## config.mk

```make
export PLATFORM = sky130hd
export DESIGN_NAME = rot_tracker
export DESIGN_NICKNAME = d
export VERILOG_FILES = /design/src/rtl/rot_pkg.sv /design/src/rtl/rot_prescaler.sv /design/src/rtl/rot_angle.sv /design/src/rtl/rot_latency.sv /design/src/rtl/rot_tracker.sv
export SDC_FILE = /design/constraint.sdc
export NUM_CORES = 1
export LEC_CHECK = 0
export BUFFER_PORTS_ARGS = -buffer_cell sky130_fd_sc_hd__buf_2
export CORE_MARGIN = 2
export CORE_UTILIZATION = 62
export CTS_CLUSTER_DIAMETER = 30
export CTS_CLUSTER_SIZE = 24
export DETAILED_ROUTE_END_ITERATION = 10
export GPL_ROUTABILITY_DRIVEN = 0
export PLACE_DENSITY = 0.89
export SETUP_SLACK_MARGIN = 0.3
export SYNTH_ARGS = -nofsm -noshare
export SYNTH_HDL_FRONTEND = slang
export SYNTH_SLANG_ARGS = --single-unit
```

## constraint.sdc

```tcl
create_clock -name clk -period 11.15 [get_ports clk]
set_input_delay 0.5575 -clock clk [delete_from_list [all_inputs] [get_ports clk]]
set_output_delay 0.5575 -clock clk [all_outputs]
set_load 0.02 [all_outputs]
```

## src/rtl/rot_pkg.sv

```systemverilog
package rot_pkg;
    typedef enum logic {
        LAT_IDLE = 1'b0,
        LAT_WAIT = 1'b1
    } lat_state_e;
endpackage

```

## src/rtl/rot_prescaler.sv

```systemverilog
module rot_prescaler #(
    parameter int PER_W = 8
) (
    input  logic             clk,
    input  logic             rst_n,
    input  logic [PER_W-1:0] period_i,
    output logic             step_o
);
    typedef struct packed {
        logic [PER_W-1:0] cnt;
    } pre_t;

    pre_t             s_d, s_q;
    logic [PER_W-1:0] eff_per;
    logic [PER_W-1:0] last_cnt;

    always_comb begin
        eff_per  = (period_i == '0) ? PER_W'(1) : period_i;
        last_cnt = eff_per - PER_W'(1);
        // a shortened period takes effect at once
        step_o   = (s_q.cnt >= last_cnt);
        s_d      = s_q;
        if (step_o) s_d.cnt = '0;
        else        s_d.cnt = s_q.cnt + PER_W'(1);
    end

    always_ff @(posedge clk or negedge rst_n) begin
        if (!rst_n) s_q <= '0;
        else        s_q <= s_d;
    end

    // the phase count restarts right after each step
    a_r2_phase_restart: assert property (@(posedge clk) disable iff (!rst_n)
        step_o |=> (s_q.cnt == '0));

    // without a step the phase count moves on by one
    a_r2_phase_advance: assert property (@(posedge clk) disable iff (!rst_n)
        !step_o |=> (s_q.cnt == $past(s_q.cnt) + PER_W'(1)));
endmodule

```

## src/rtl/rot_angle.sv

```systemverilog
module rot_angle #(
    parameter int POS_W       = 11,
    parameter int INDEX_SLOTS = 6
) (
    input  logic             clk,
    input  logic             rst_n,
    input  logic             step_i,
    input  logic [POS_W-1:0] target_i,
    output logic [POS_W-1:0] pos_o,
    output logic [POS_W-1:0] pos_next_o,
    output logic             index_o,
    output logic             match_o
);
    localparam logic [POS_W-1:0] POS_MAX = {POS_W{1'b1}};

    typedef struct packed {
        logic [POS_W-1:0] pos;
    } ang_t;

    ang_t s_d, s_q;

    always_comb begin
        s_d = s_q;
        if (step_i) s_d.pos = s_q.pos + POS_W'(1);
        pos_o      = s_q.pos;
        pos_next_o = s_d.pos;
        index_o    = (32'(s_q.pos) < INDEX_SLOTS);
        match_o    = (target_i == s_q.pos);
    end

    always_ff @(posedge clk or negedge rst_n) begin
        if (!rst_n) s_q <= '0;
        else        s_q <= s_d;
    end

    // the angle wraps from the last slot to zero
    a_r1_wrap: assert property (@(posedge clk) disable iff (!rst_n)
        (step_i && s_q.pos == POS_MAX) |=> (s_q.pos == '0));

    // the angle holds between steps
    a_r1_hold: assert property (@(posedge clk) disable iff (!rst_n)
        !step_i |=> $stable(s_q.pos));
endmodule

```

## src/rtl/rot_latency.sv

```systemverilog
module rot_latency #(
    parameter int POS_W = 11
) (
    input  logic             clk,
    input  logic             rst_n,
    input  logic             step_i,
    input  logic             start_i,
    input  logic [POS_W-1:0] target_i,
    input  logic [POS_W-1:0] pos_i,
    input  logic [POS_W-1:0] pos_next_i,
    output logic             strobe_o,
    output logic             busy_o
);
    import rot_pkg::*;

    typedef struct packed {
        lat_state_e       st;
        logic [POS_W-1:0] lat;
        logic [POS_W-1:0] tgt;
    } lat_t;

    lat_t s_d, s_q;

    always_comb begin
        s_d      = s_q;
        busy_o   = (s_q.st == LAT_WAIT);
        strobe_o = busy_o && (s_q.lat == '0);
        if (start_i) begin
            // distance measured from the angle in effect after this edge
            s_d.st  = LAT_WAIT;
            s_d.lat = target_i - pos_next_i;
            s_d.tgt = target_i;
        end else if (strobe_o) begin
            s_d.st  = LAT_IDLE;
        end else if (busy_o && step_i) begin
            s_d.lat = s_q.lat - POS_W'(1);
        end
    end

    always_ff @(posedge clk or negedge rst_n) begin
        if (!rst_n) begin
            s_q.st  <= LAT_IDLE;
            s_q.lat <= '0;
            s_q.tgt <= '0;
        end else begin
            s_q <= s_d;
        end
    end

    // the strobe lands on the latched target word
    a_r5_strobe_on_target: assert property (@(posedge clk) disable iff (!rst_n)
        strobe_o |-> (pos_i == s_q.tgt));

    // the strobe lasts a single cycle unless a new start is taken
    a_r5_strobe_single: assert property (@(posedge clk) disable iff (!rst_n)
        (strobe_o && !start_i) |=> !strobe_o);

    // a taken start makes the block busy
    a_r8_busy_after_start: assert property (@(posedge clk) disable iff (!rst_n)
        start_i |=> busy_o);

    // the remaining distance falls by one per slot step
    a_r5_count_down: assert property (@(posedge clk) disable iff (!rst_n)
        (busy_o && !start_i && step_i && s_q.lat != '0)
            |=> (s_q.lat == $past(s_q.lat) - POS_W'(1)));
endmodule

```

## src/rtl/rot_tracker.sv

```systemverilog
module rot_tracker #(
    parameter int POS_W       = 11,
    parameter int PER_W       = 8,
    parameter int INDEX_SLOTS = 6
) (
    input  logic             clk,
    input  logic             rst_n,
    input  logic [PER_W-1:0] period_i,
    input  logic [POS_W-1:0] target_i,
    input  logic             start_i,
    output logic [POS_W-1:0] pos_o,
    output logic             index_o,
    output logic             addr_match_o,
    output logic             slot_tick_o,
    output logic             start_strobe_o,
    output logic             busy_o
);
    logic             step;
    logic [POS_W-1:0] pos_next;

    rot_prescaler #(.PER_W(PER_W)) u_pre (
        .clk      (clk),
        .rst_n    (rst_n),
        .period_i (period_i),
        .step_o   (step)
    );

    rot_angle #(.POS_W(POS_W), .INDEX_SLOTS(INDEX_SLOTS)) u_ang (
        .clk        (clk),
        .rst_n      (rst_n),
        .step_i     (step),
        .target_i   (target_i),
        .pos_o      (pos_o),
        .pos_next_o (pos_next),
        .index_o    (index_o),
        .match_o    (addr_match_o)
    );

    rot_latency #(.POS_W(POS_W)) u_lat (
        .clk        (clk),
        .rst_n      (rst_n),
        .step_i     (step),
        .start_i    (start_i),
        .target_i   (target_i),
        .pos_i      (pos_o),
        .pos_next_i (pos_next),
        .strobe_o   (start_strobe_o),
        .busy_o     (busy_o)
    );

    assign slot_tick_o = step;

    // the index window is only open at the start of a revolution
    a_r3_index_window: assert property (@(posedge clk) disable iff (!rst_n)
        index_o |-> (32'(pos_o) < INDEX_SLOTS));

    // the angle only moves in a tick cycle
    a_r2_move_on_tick: assert property (@(posedge clk) disable iff (!rst_n)
        (pos_o != $past(pos_o)) |-> $past(slot_tick_o));
endmodule

```

After elaboration in Yosys (flattened, before gate mapping)
Cells that the tools add are included.

storage, ports and cells
  flip-flop bits (word level) = 31
  output and inout port bits = 16

cells by class
  add/subtract/negate cells = 5
  magnitude comparators = 2
  equal/unequal tests = 2
  muxes and demuxes = 7
  reduce and logical (&&, ||, !) cells = 7

operators by type and width
  kind                                                                            count
  11-bit two-way mux                                                              3
  8-bit two-way mux                                                               2
  12-bit two-way mux                                                              1
  11-bit by 1-bit adder with 11-bit output (second input constant)                1
  11-bit == test                                                                  1
  11-bit zero test                                                                1
  11-bit by 3-bit less-than comparator with 1-bit output (second input constant)  1
  11-bit by 1-bit subtractor with 11-bit output (second input constant)           1
  11-bit subtractor                                                               1
  8-bit by 1-bit adder with 8-bit output (second input constant)                  1
  8-bit >= comparator                                                             1
  8-bit zero test                                                                 1
  8-bit by 1-bit subtractor with 8-bit output (second input constant)             1
  2-bit nonzero test                                                              2
  1-bit logical AND                                                               2
  2-bit inequality test (second input constant)                                   1
  2-bit AND reduction                                                             1
  1-bit two-way mux                                                               1

Longest topological paths before layout
  depth after elaboration = 8
  depth in mapped cells = 21

Hierarchy
Synthesis repeated with hierarchy kept, for this count alone.

second synthesis, totals
  cells, all modules = 270
  area total of the unflattened synthesis = 2518.7 um^2

modules (own cells, without submodules)
  module         times used  cells each  area each (um^2)  seq. area each (um^2)
  rot_latency    1           140         1201.2            300.3
  rot_prescaler  1           69          661.9             200.2
  rot_angle      1           61          655.6             275.3

Worst setup path before layout
OpenSTA, ideal clock, no wires.

  kind = input to register
  start = in period_i[3]
  end = reg u_lat.s_q[20] (netlist bit)
  setup time = 0.123 ns
  data arrival time = 4.879 ns
  required time = 11.027 ns
  path slack = 6.148 ns
  stages = 20
  buffers on the path = 1
  cells stage by stage = nor4_1 > a31oi_1 > ha_1 > nand2b_1 > nor4_1 > xnor2_1 > ha_1 > nand4_1 > a21o_2 > nand2_1 > clkbuf_1 > mux2i_1 > ha_1 > a21o_1 > a21oi_1 > o32ai_1 > o2111ai_1 > nand3_1 > a2111o_1 > o221a_2

on the way
  longest elaborated chain between the ends = 7

ends and longest elaborated chain
  item                                                              line                                RTL
  start: declaration                                                rot_tracker.sv:8                    input logic [PER_W-1:0] period_i,
  8-bit zero test                                                   rot_prescaler.sv:18                 eff_per = (period_i == '0) ? PER_W'(1) : period_i;
  8-bit two-way mux (*)                                             rot_prescaler.sv:18
  8-bit by 1-bit subtractor with 8-bit output (*)                   rot_prescaler.sv:19                 last_cnt = eff_per - PER_W'(1);
  8-bit >= comparator (*)                                           rot_prescaler.sv:21                 step_o = (s_q.cnt >= last_cnt);
  via slot_tick_o                                                   rot_tracker.sv:14                   output logic slot_tick_o,
  11-bit two-way mux / 1-bit logical AND (equally long branches)    rot_angle.sv:24, rot_latency.sv:35
  11-bit subtractor / 2-bit nonzero test (equally long branches)    --
  12-bit two-way mux / 2-bit AND reduction (equally long branches)  --
  end: declaration                                                  rot_latency.sv:22                   lat_t s_d, s_q;

Mark *: on every way through the listed nets, which the timed path passes. The rest lies on a longest branch.
A chain may end at the register's enable or synchronous reset.

Worst setup path after layout
  start = in period_i[3]
  end = reg u_lat.s_q[20] (netlist bit)

on the way
  longest elaborated chain between the ends = 7

ends and longest elaborated chain
  item                                                              line
  8-bit zero test                                                   rot_prescaler.sv:18
  8-bit two-way mux (*)                                             rot_prescaler.sv:18
  8-bit by 1-bit subtractor with 8-bit output (*)                   rot_prescaler.sv:19
  8-bit >= comparator (*)                                           rot_prescaler.sv:21
  11-bit two-way mux / 1-bit logical AND (equally long branches)    rot_angle.sv:24, rot_latency.sv:35
  11-bit subtractor / 2-bit nonzero test (equally long branches)    --
  12-bit two-way mux / 2-bit AND reduction (equally long branches)  --

Every way passes the cells marked *; elsewhere a longest branch is shown, timed or not.

==> flow_summary.yaml <==
critical_path:
  cpPeakStageDelay_ns: 0.44
  cp-end-kind: "flop"
  worstPathRequired_ns: 11.33
  worstPathMaxFanout: 12
  crit_path_start_kind: "input port"
  crit_chain: "buf_2, nor4_1, a31oi_1, ha_1, nand2b_1, nor4_1, xnor2_1, ha_1, nand4_1, a21o_2, nand2_1, mux2i_1, ha_1, a21o_1, a21oi_1, o32ai_1, o2111ai_1, nand3_1, a2111o_1, o221a_2"
  cp_num_buf_inv: 1
  cp_top_family: "compound AO/OA/AOI/OAI gates"
  cp_slowest_cell: "a2111o_1"
  cpMostUsedCell: "ha_1"
  cp.arrival_ns: 5.24
  critPathKind: "input port to flop"
drt:
  drt_first_pass_iters: 4
  dr_wl_met2_mm: 2.88
  wl_met1_mm: 2.54
  ant_nets: 0
  wl_per_cell_um: 15.4
  top_layer: "met4"
  drc: 0
  drt-total-wl_mm: 5.76
  via_per_inst: 5.86
  wl_met3_um: 247
  via_count: 2197
  drt_iter0_drc: 131
sta:
  skew_ns: 0.00491
  setup_viol: 0
  max_freq_ghz: 0.198
  fin_crit_sh_pct: 45.4
  rsz0062_at_grt: "no"
  fin_crit_ns: 5.06
  max_slew.worst_pin.slew_ns: 0.709
  maxSlewViolCount: 0
  fin_tns_setup_ns: 0
  slew_headroom_pct: 52.7
  hold_violations: 0
global_routing:
  grt_pass1_vias: 2112
  grtUsageTotal_pct: 27.8
  grt_pass1_wl_mm: 9.49
  antenna_found_initial: 0
  grt_overflow: 0
  grt_max_degree: 32
job:
  max_cap_violations: 0
clock_tree:
  postCtsHoldBufs: 0
  cts_made_buffers: 5
  cts_setup_buffers: 0
  insertion_delay_ns: 0.29
  cts.repair.resized: 0
  clkTransAtPathRegs_ns: 0.07
  cts.sinks: 31
  cts_tree: "built"
  cts_root_buf: "clkbuf_8"
  ctsHtreeMaxLevel: 2
  clk_path_buf_depth: 2
logic_synthesis:
  synth_area_per_cell_um2: 8.94
  yosysMostFrequentCell: "dfrtp_1"
  ys.flop_type: "dfrtp_1"
  netlist_area_um2: 2570
  synthTopCellsByCount: "31 x dfrtp_1, 29 x xnor2_1, 25 x inv_1, 23 x nand2_1, 20 x nor2_1"
  synth_top_area_share_pct: 30.2
  yosysWarnings: 0
  synth-edff-count: 0
  syn-num-nets: 328
  async_reset_ff_share_pct: 100
  synth_cell_types: 57
  ys_seq_area_share_pct: 30.2
  ys_seq_elements: 31
  synth_cells: 287
  yosysTopAreaCell: "dfrtp_1"
  synth_area_leaders: "dfrtp_1 30%, xnor2_1 9.9%, ha_1 8.8%"
floorplan:
  core_area_um2: 4000
  top_level_ports: 38
  fp.dieW_um: 68.3
  die_area_um2: 4670
  die_h_um: 68.3
  start_util_pct: 64.2
  num_rows: 23
final_layout:
  fillCellCount: 302
  final-seq-area_um2: 776
  areaGrowthSynthToFinish_pct: 12.0
  multi_input_area_um2: 1650
  fin_nets: 365
  final_cells: 375
  drive_above_1_share_pct: 20.6
  insertedDiodeCount: 0
power:
  peakVddDrop_uv: 119
  total_power_uw: 614
  power_leakage_nw: 1.29
  powerDensity_nw_per_um2: 214
placement:
  portBuffers: 37
  placedCellCount: 367
  dp_hpwl_mm: 4.47
worst_hold_path:
  hold_class: "input port to async pin"
status:
  status: "complete, no violations"
==> layout make-up <==
cell class | instances | area share, %
multi-input combinational | 224 | 57.5
clock inverter | 1 | 0.261
sequential | 31 | 27.0
tap | 50 | 2.18
clock buffer | 7 | 3.35
timing repair buffer | 37 | 6.44
inverter | 25 | 3.27
==> logic make-up (layout without fill, tap and decap cells) <==
logic type	count (synthesis)	count (layout)	synth area share (%)
and+or+nand+nor	100	100	19.7
DFF	31	31	30.2
adders and majority gates	20	20	10.0
muxes	1	1	0.390
AOI/OAI and AO/OA	55	55	17.6
buffers and inverters	32	70	5.36
xor gates and xnor gates	48	48	16.7
==> sequential cells by signal (all words and copies together) (netlist names) <==
signal and count:
u_ang.pos_o 11, u_lat.s_q 11, u_pre.s_q 8, u_lat.busy_o 1
==> worst register-to-register path, stage by stage (launching register included) <==
cell and delay (ns):
dfrtp_1 0.42, ha_1 0.33, and2b_1 0.19, o31ai_4 0.30, a21o_2 0.26, nand2_1 0.29, mux2i_1 0.39, ha_1 0.30
a21o_1 0.15, a21oi_1 0.27, o32ai_1 0.18, o2111ai_1 0.20, nand3_1 0.15, a2111o_1 0.44, o221a_2 0.12
==> path summary, 6_finish.rpt <==
check | depth (start not counted) | endpoint | slack, ns | start
max | 20 | u_lat.s_q[20] | 6.09 | period_i[3]
min | 1 | u_pre.s_q[3] | 0.32 | rst_n
max reg2reg | 14 | u_lat.s_q[20] | 7.06 | u_pre.s_q[1]
min reg2reg | 1 | u_ang.pos_o[10] | 0.56 | u_ang.pos_o[10]
max in group asynchronous | 1 | u_pre.s_q[7] | 10.38 | rst_n
min in group clk | 1 | u_ang.pos_o[10] | 0.56 | u_ang.pos_o[10]
==> per-layer routing <==
| layer | vias to the layer above | GRT usage (%) |
|---|---|---|
| met5 | - | 0 |
| met4 | 0 | 10.3 |
| met1 | 1041 | 33.8 |
| li1 | 1089 | - |
| met2 | 56 | 48.5 |
| met3 | 11 | 5.59 |
==> power breakdown <==
group | switching [mW] | internal (mW) | total, mW | leakage (nW)
sequential | 0.0523 | 0.151 | 0.204 | 0.364
combinational | 0.178 | 0.133 | 0.311 | 0.874
clock | 0.0434 | 0.0561 | 0.0995 | 0.0505
==> per-stage QoR <==
| stage | hold slack, ns | setup WS, ns | cell area, µm² | util, % |
|---|---|---|---|---|
| 2_1_floorplan | 0.262 | 6.15 | 2570 | - |
| 3_3_place_gp | 0.534 | 6.07 | 2770 | 69.3 |
| 3_5_place_dp | 0.547 | 5.82 | 2770 | 69.3 |
| 4_1_cts | 0.343 | 6.13 | 2870 | 71.8 |
| 5_1_grt | 0.371 | 5.74 | 2870 | 71.8 |
| 6_report | 0.322 | 6.09 | 2870 | 71.8 |
==> cell usage in the layout, fill, tap and decap left out, types with 3 or more instances in the layout <==
cell	instances
nor3_2	3
dfrtp_1	31
nand2b_1	4
inv_1	25
nand4_1	6
nand3_1	13
buf_2	37
clkbuf_8	7
nor2_1	20
o2111ai_1	3
and3_1	5
o21ai_0	6
o211ai_1	3
xnor2_1	29
a21oi_1	10
nor3_1	11
ha_1	18
nor4_1	6
nand2_1	23
a21o_1	3
xor2_1	18
(Power assumes the default switching activity.)
